--- src/rtl/tdc_pkg.sv ---
package tdc_pkg;
  typedef enum logic [1:0] {
    TDC_OFF    = 2'b00,
    TDC_MAN    = 2'b01,
    TDC_AUTO_A = 2'b10,
    TDC_AUTO_B = 2'b11
  } tdc_mode_e;

  function automatic logic mode_is_auto(tdc_mode_e m);
    return (m == TDC_AUTO_A) || (m == TDC_AUTO_B);
  endfunction
endpackage

--- src/rtl/tdc_delay_meas.sv ---
module tdc_delay_meas #(
  parameter int DLY_W = 6
) (
  input  logic             clk_i,
  input  logic             rst_ni,
  input  logic             start_i,
  input  logic             rx_i,
  output logic [DLY_W-1:0] dly_o
);
  localparam logic [DLY_W-1:0] DLY_MAX = '1;

  logic [DLY_W-1:0] cnt_q, dly_q;
  logic             run_q, ref_q;

  always_ff @(posedge clk_i or negedge rst_ni) begin
    if (!rst_ni) begin
      cnt_q <= '0;
      dly_q <= '0;
      run_q <= 1'b0;
      ref_q <= 1'b0;
    end else if (start_i) begin
      run_q <= 1'b1;
      ref_q <= rx_i;
      cnt_q <= DLY_W'(1);
    end else if (run_q) begin
      if (rx_i != ref_q) begin
        dly_q <= cnt_q;
        run_q <= 1'b0;
      end else if (cnt_q == DLY_MAX) begin
        dly_q <= DLY_MAX;
        run_q <= 1'b0;
      end else begin
        cnt_q <= cnt_q + DLY_W'(1);
      end
    end
  end

  assign dly_o = dly_q;
endmodule

--- src/rtl/tdc_ssp_target.sv ---
module tdc_ssp_target #(
  parameter int DLY_W = 6,
  parameter int OFF_W = 7,
  parameter int POS_W = 7
) (
  input  logic [DLY_W-1:0] dly_i,
  input  logic [OFF_W-1:0] off_i,
  output logic [POS_W-1:0] pos_o
);
  localparam int SUM_W = POS_W + 1;

  logic signed [SUM_W-1:0] dly_ext, off_ext, sum;

  assign dly_ext = $signed({{(SUM_W-DLY_W){1'b0}}, dly_i});
  assign off_ext = $signed({{(SUM_W-OFF_W){off_i[OFF_W-1]}}, off_i});
  assign sum     = dly_ext + off_ext;
  // non-positive sums clamp to position 0
  assign pos_o   = sum[SUM_W-1] ? '0 : sum[POS_W-1:0];
endmodule

--- src/rtl/tdc_ssp_sched.sv ---
module tdc_ssp_sched #(
  parameter int POS_W = 7
) (
  input  logic             clk_i,
  input  logic             rst_ni,
  input  logic             en_i,
  input  logic             start_i,
  input  logic [POS_W-1:0] tgt_i,
  input  logic             rx_i,
  output logic             stb_o,
  output logic             bit_o
);
  logic [POS_W-1:0] pcnt_q, tgt_q;
  logic             armed_q, stb_q, bit_q;
  logic             hit;

  assign hit = armed_q && (pcnt_q == tgt_q);

  always_ff @(posedge clk_i or negedge rst_ni) begin
    if (!rst_ni) begin
      pcnt_q  <= '0;
      tgt_q   <= '0;
      armed_q <= 1'b0;
      stb_q   <= 1'b0;
      bit_q   <= 1'b0;
    end else if (!en_i) begin
      armed_q <= 1'b0;
      stb_q   <= 1'b0;
    end else if (start_i) begin
      pcnt_q  <= POS_W'(1);
      tgt_q   <= tgt_i;
      armed_q <= (tgt_i != '0);
      stb_q   <= (tgt_i == '0);
      if (tgt_i == '0) bit_q <= rx_i;
    end else if (hit) begin
      stb_q   <= 1'b1;
      bit_q   <= rx_i;
      armed_q <= 1'b0;
    end else begin
      stb_q <= 1'b0;
      if (armed_q) pcnt_q <= pcnt_q + POS_W'(1);
    end
  end

  assign stb_o = stb_q;
  assign bit_o = bit_q;
endmodule

--- src/rtl/ssp_delay_comp.sv ---
module ssp_delay_comp #(
  parameter int DLY_W = 6,
  parameter int OFF_W = 7
) (
  input  logic             clk_i,
  input  logic             rst_ni,
  input  logic             bit_start_i,
  input  logic             rx_i,
  input  logic [1:0]       mode_i,
  input  logic [OFF_W-1:0] offset_i,
  input  logic [DLY_W-1:0] manual_dly_i,
  output logic [DLY_W-1:0] dly_o,
  output logic             ssp_stb_o,
  output logic             ssp_bit_o
);
  import tdc_pkg::*;

  localparam int POS_W = ((DLY_W > OFF_W - 1) ? DLY_W : OFF_W - 1) + 1;

  tdc_mode_e        mode;
  logic             is_auto, is_on;
  logic [DLY_W-1:0] meas_dly, dly_sel;
  logic [POS_W-1:0] tgt;

  assign mode    = tdc_mode_e'(mode_i);
  assign is_auto = mode_is_auto(mode);
  assign is_on   = (mode != TDC_OFF);

  always_comb begin
    unique case (mode)
      TDC_OFF: dly_sel = '0;
      TDC_MAN: dly_sel = manual_dly_i;
      default: dly_sel = meas_dly;
    endcase
  end

  tdc_delay_meas #(.DLY_W(DLY_W)) i_meas (
    .clk_i   (clk_i),
    .rst_ni  (rst_ni),
    .start_i (bit_start_i && is_auto),
    .rx_i    (rx_i),
    .dly_o   (meas_dly)
  );

  tdc_ssp_target #(.DLY_W(DLY_W), .OFF_W(OFF_W), .POS_W(POS_W)) i_target (
    .dly_i (dly_sel),
    .off_i (offset_i),
    .pos_o (tgt)
  );

  tdc_ssp_sched #(.POS_W(POS_W)) i_sched (
    .clk_i   (clk_i),
    .rst_ni  (rst_ni),
    .en_i    (is_on),
    .start_i (bit_start_i),
    .tgt_i   (tgt),
    .rx_i    (rx_i),
    .stb_o   (ssp_stb_o),
    .bit_o   (ssp_bit_o)
  );

  assign dly_o = dly_sel;
endmodule

--- config.mk ---
export PLATFORM = sky130hd
export DESIGN_NAME = ssp_delay_comp
export DESIGN_NICKNAME = d
export VERILOG_FILES = /design/src/rtl/tdc_pkg.sv /design/src/rtl/tdc_delay_meas.sv /design/src/rtl/tdc_ssp_target.sv /design/src/rtl/tdc_ssp_sched.sv /design/src/rtl/ssp_delay_comp.sv
export SDC_FILE = /design/constraint.sdc
export NUM_CORES = 1
export LEC_CHECK = 0
export BUFFER_PORTS_ARGS = -buffer_cell sky130_fd_sc_hd__buf_2
export CAP_MARGIN = 20
export CORE_UTILIZATION = 50
export DETAILED_ROUTE_END_ITERATION = 16
export PLACE_DENSITY = 0.8
export SYNTH_ARGS = -nofsm -noshare
export SYNTH_HDL_FRONTEND = slang
export SYNTH_HIERARCHICAL = 1
export SYNTH_SLANG_ARGS = --single-unit
--- constraint.sdc ---
create_clock -name clk_i -period 3.7 [get_ports clk_i]
set_input_delay 0.74 -clock clk_i [delete_from_list [all_inputs] [get_ports clk_i]]
set_output_delay 0.74 -clock clk_i [all_outputs]
set_load 0.01 [all_outputs]
==> results.md <==
* Aggregate global-route resource usage at 0.224
* Max stage delay on crit path at about 560 ps
* #FFs+latches synth at 31
* Initial antenna violation count at 0
* CTS tree: built
* Post-synth top area share at 0.389
* Total power at 1.55 mW
* Fin worst setup slack at 43.2 ps
* Buffer and inverter count on the worst path at 2
* Clock skew at 5.77 ps
* CP endpoint: i_sched/bit_o$_DFFE_PN0P_
* CTS sink cnt at 31
* Top cells by area, synth: dfrtp_1 (39%), ha_1 (5.0%), mux2_2 (4.5%), xor2_1 (4.4%), a22o_2 (3.0%)
* Crit path launch type: primary input
* Cell mode on critical path: o41ai_4
* Status: finished clean
* Final antenna-violating net count at 0
* Largest net degree at the start of global routing at 32
* First-pass GRT wire length at 7330 um
* RR Endpoint: i_sched/bit_o$_DFFE_PN0P_
* Achievable Freq at 273 MHz
* Req. time, crit path at between 3000 and 4000 ps
* Ys flop type: dfrtp_1
* Worst r2r path cells at 11
* FF/Latch Area at 776 sq um
* Max Root-Sink Buffers at 2
* Worst-Skew Late Latency at approximately 280 ps
* # diodes at 0
* Num CTS Buffers at 5
* Post-DP Area at 0.00228 sq mm
* Area of the core at 0.00374 sq mm
* Die Footprint at about 0.0042 sq mm
* Largest area contributor in the netlist: dfrtp_1
* Stages on the worst setup path at 13
* Hold Buf Count CTS at 0
* Nets at 261
* Avg Inst Size Synth at approximately 11 sq um
* Most common cell after layout, fill and taps aside: dfrtp_1
* Final HPWL DP at 3180 um
* Synthesized net count at 214
* RePlAce Congestion at 0.825
* Post-Place Worst Slack at -217 ps
* CP Class: in -> reg
* Asr flop ratio synth at 1.00
* Post-Syn Area at about 0.002 sq mm
* Final Cell Area at 0.00249 sq mm
* Fill cells at about 290
* Crit-path cells: buf_2, nor2b_4, a22o_4, ha_1, buf_4, a211oi_2, nor2_2, o41ai_4, nor2_1, or4_4, o41ai_4, a21boi_4, mux2_4
* Vias at about 1600
* Slew margin rel. at 0.479
* Maxcap violations at 0
* FP Rows at 22
* Number of flops mapped to enable cells by yosys at 0
* Area Overhead vs Synth at 24.6%
* CP arrival at 3820 ps
* Routed len/inst at 15.9 um
* Ports at 27
* Minimum clock period at 3660 ps
* Die X at 65.2 um
* Post-Synthesis Cells at 186
* Count of final hold-check violations at 0
* Crit Path Max Fanout at 5
* Type of destination of the critical path: flop
* Crit share post-route at 0.988
* DR pass1 iterations at 4
* Grt total ovfl at 0
* Min-Delay Path Class: in -> async
* CP delay by family, top: compound AO/OA/AOI/OAI gates
* Layout cells sized above 1 at 0.410
* Number of global-route vias before repair at 1636
* Footprint of the multi-input gates at 0.00123 sq mm
* Leak Pwr at 1.15 nW
* IO Port Bufs at 26
* Worst-path cell with the longest stage delay: or4_4
* Cell variety after synth at 60
* DRC viols at 0
* Via density per instance at 5.73
* Critical R2R Launch: i_meas/dly_o[0]$_DFFE_PN0P_
* H-tree levels at 2
* Initial Utilization at 0.533
* Crit. Startpoint: mode_i[0]
* Slew at the pin with the worst max-slew slack at 781 ps
* Die height at ~65 um
* Setup_tns at 0 ps
* Final Setup Violations at 0
* Clock transition at the registers of the reported paths at 70 ps
* Drt initial violations at 92
* PwrDens at 623 mW/mm^2
* Reg2Reg Setup Slack at 310 ps
* Sequential area share after synthesis at 0.389
* Most frequent cells in the layout: dfrtp_1 (31), buf_2 (26), buf_4 (21), nor2_1 (15), nand2_1 (11)
* IR Drop Worst-Case VDD at 0.407 mV
* Hold WS at roughly 500 ps
* CTS Root Buffer Type: clkbuf_8
* Routed WL at 4490 um
* Final Max Tran Viols at 0
* Synth warn at 6
## how the worst min path moves through the flow
stage                                         to  slack, ps  depth (start not counted)
detailed placement   i_meas/dly_o[3]$_DFFE_PN0P_        480                          1
finish              i_sched/tgt_q[4]$_DFFE_PN0P_        500                          1
floorplan            i_meas/cnt_q[0]$_DFFE_PN0P_        440                          0
global placement       i_sched/bit_o$_DFFE_PN0P_        470                          1
global route         i_meas/dly_o[3]$_DFFE_PN0P_        520                          1
CTS                  i_meas/dly_o[3]$_DFFE_PN0P_        490                          1
## cells in the mapped netlist (2+ instances only)
cell,n
dfrtp_1,31
nor2_1,15
nand2_1,11
xor2_1,10
a21oi_1,8
ha_1,8
mux2_2,8
a22o_2,6
o22a_2,6
nand2b_1,5
nand3_1,5
nor3_1,5
inv_1,4
xnor2_1,4
buf_6,3
mux2i_1,3
nand4_1,3
o21ai_0,3
a211oi_1,2
clkbuf_1,2
nand3b_1,2
o211ai_1,2
o21ai_1,2
or4_1,2
## cell type report
type,instances,area share
Clock buffer,6,0.0332
Multi-Input combinational cell,144,0.495
Clock inverter,2,0.0141
Tap cell,48,0.0241
Timing Repair Buffer,47,0.116
Inverter,4,0.00604
Sequential cell,31,0.312
## registers in the layout (all words and copies together) (netlist names)
| signal | count |
|---|---|
| i_sched/stb_o | 1 |
| i_meas/ref_q | 1 |
| i_meas/run_q | 1 |
| i_sched/tgt_q | 7 |
| i_sched/armed_q | 1 |
| i_sched/bit_o | 1 |
| i_meas/cnt_q | 6 |
| i_meas/dly_o | 6 |
| i_sched/pcnt_q | 7 |
## per-layer routing
layer  vias to the layer above  part of all wire  GRT usage
met5                         -                 0          0
met4                         0            0.0076     0.0707
met3                         6             0.029     0.0434
met2                        34              0.54      0.389
met1                       798              0.42      0.278
li1                        778                 -          -
## power breakdown
part           internal [mW]  leakage (nW)  switching (mW)
sequential             0.441         0.391           0.101
combinational          0.342         0.696           0.326
clock                  0.218        0.0612           0.122
total                   1.00          1.15           0.549
## through the flow
step | cells | utilization
finish | 282 | 0.664
global route | 282 | 0.664
CTS | 280 | 0.640
detailed placement | 272 | 0.608
global placement | 272 | 0.608
floorplan | 186 | -
## logic make-up after synthesis
logic type	synth area share
simple gates	0.191
compound gates	0.186
flops	0.389
xor+xnor	0.0752
mux	0.0658
buf+inv	0.0332
fa+ha+maj	0.0602
## what timing repair did
item	CTS	global route
endpoints found under the setup margin	0	1
resized for setup	0	11
hold endpoints to repair	0	0
buffers inserted	0	2
Note: power is estimated with default switching activity, not from simulation.
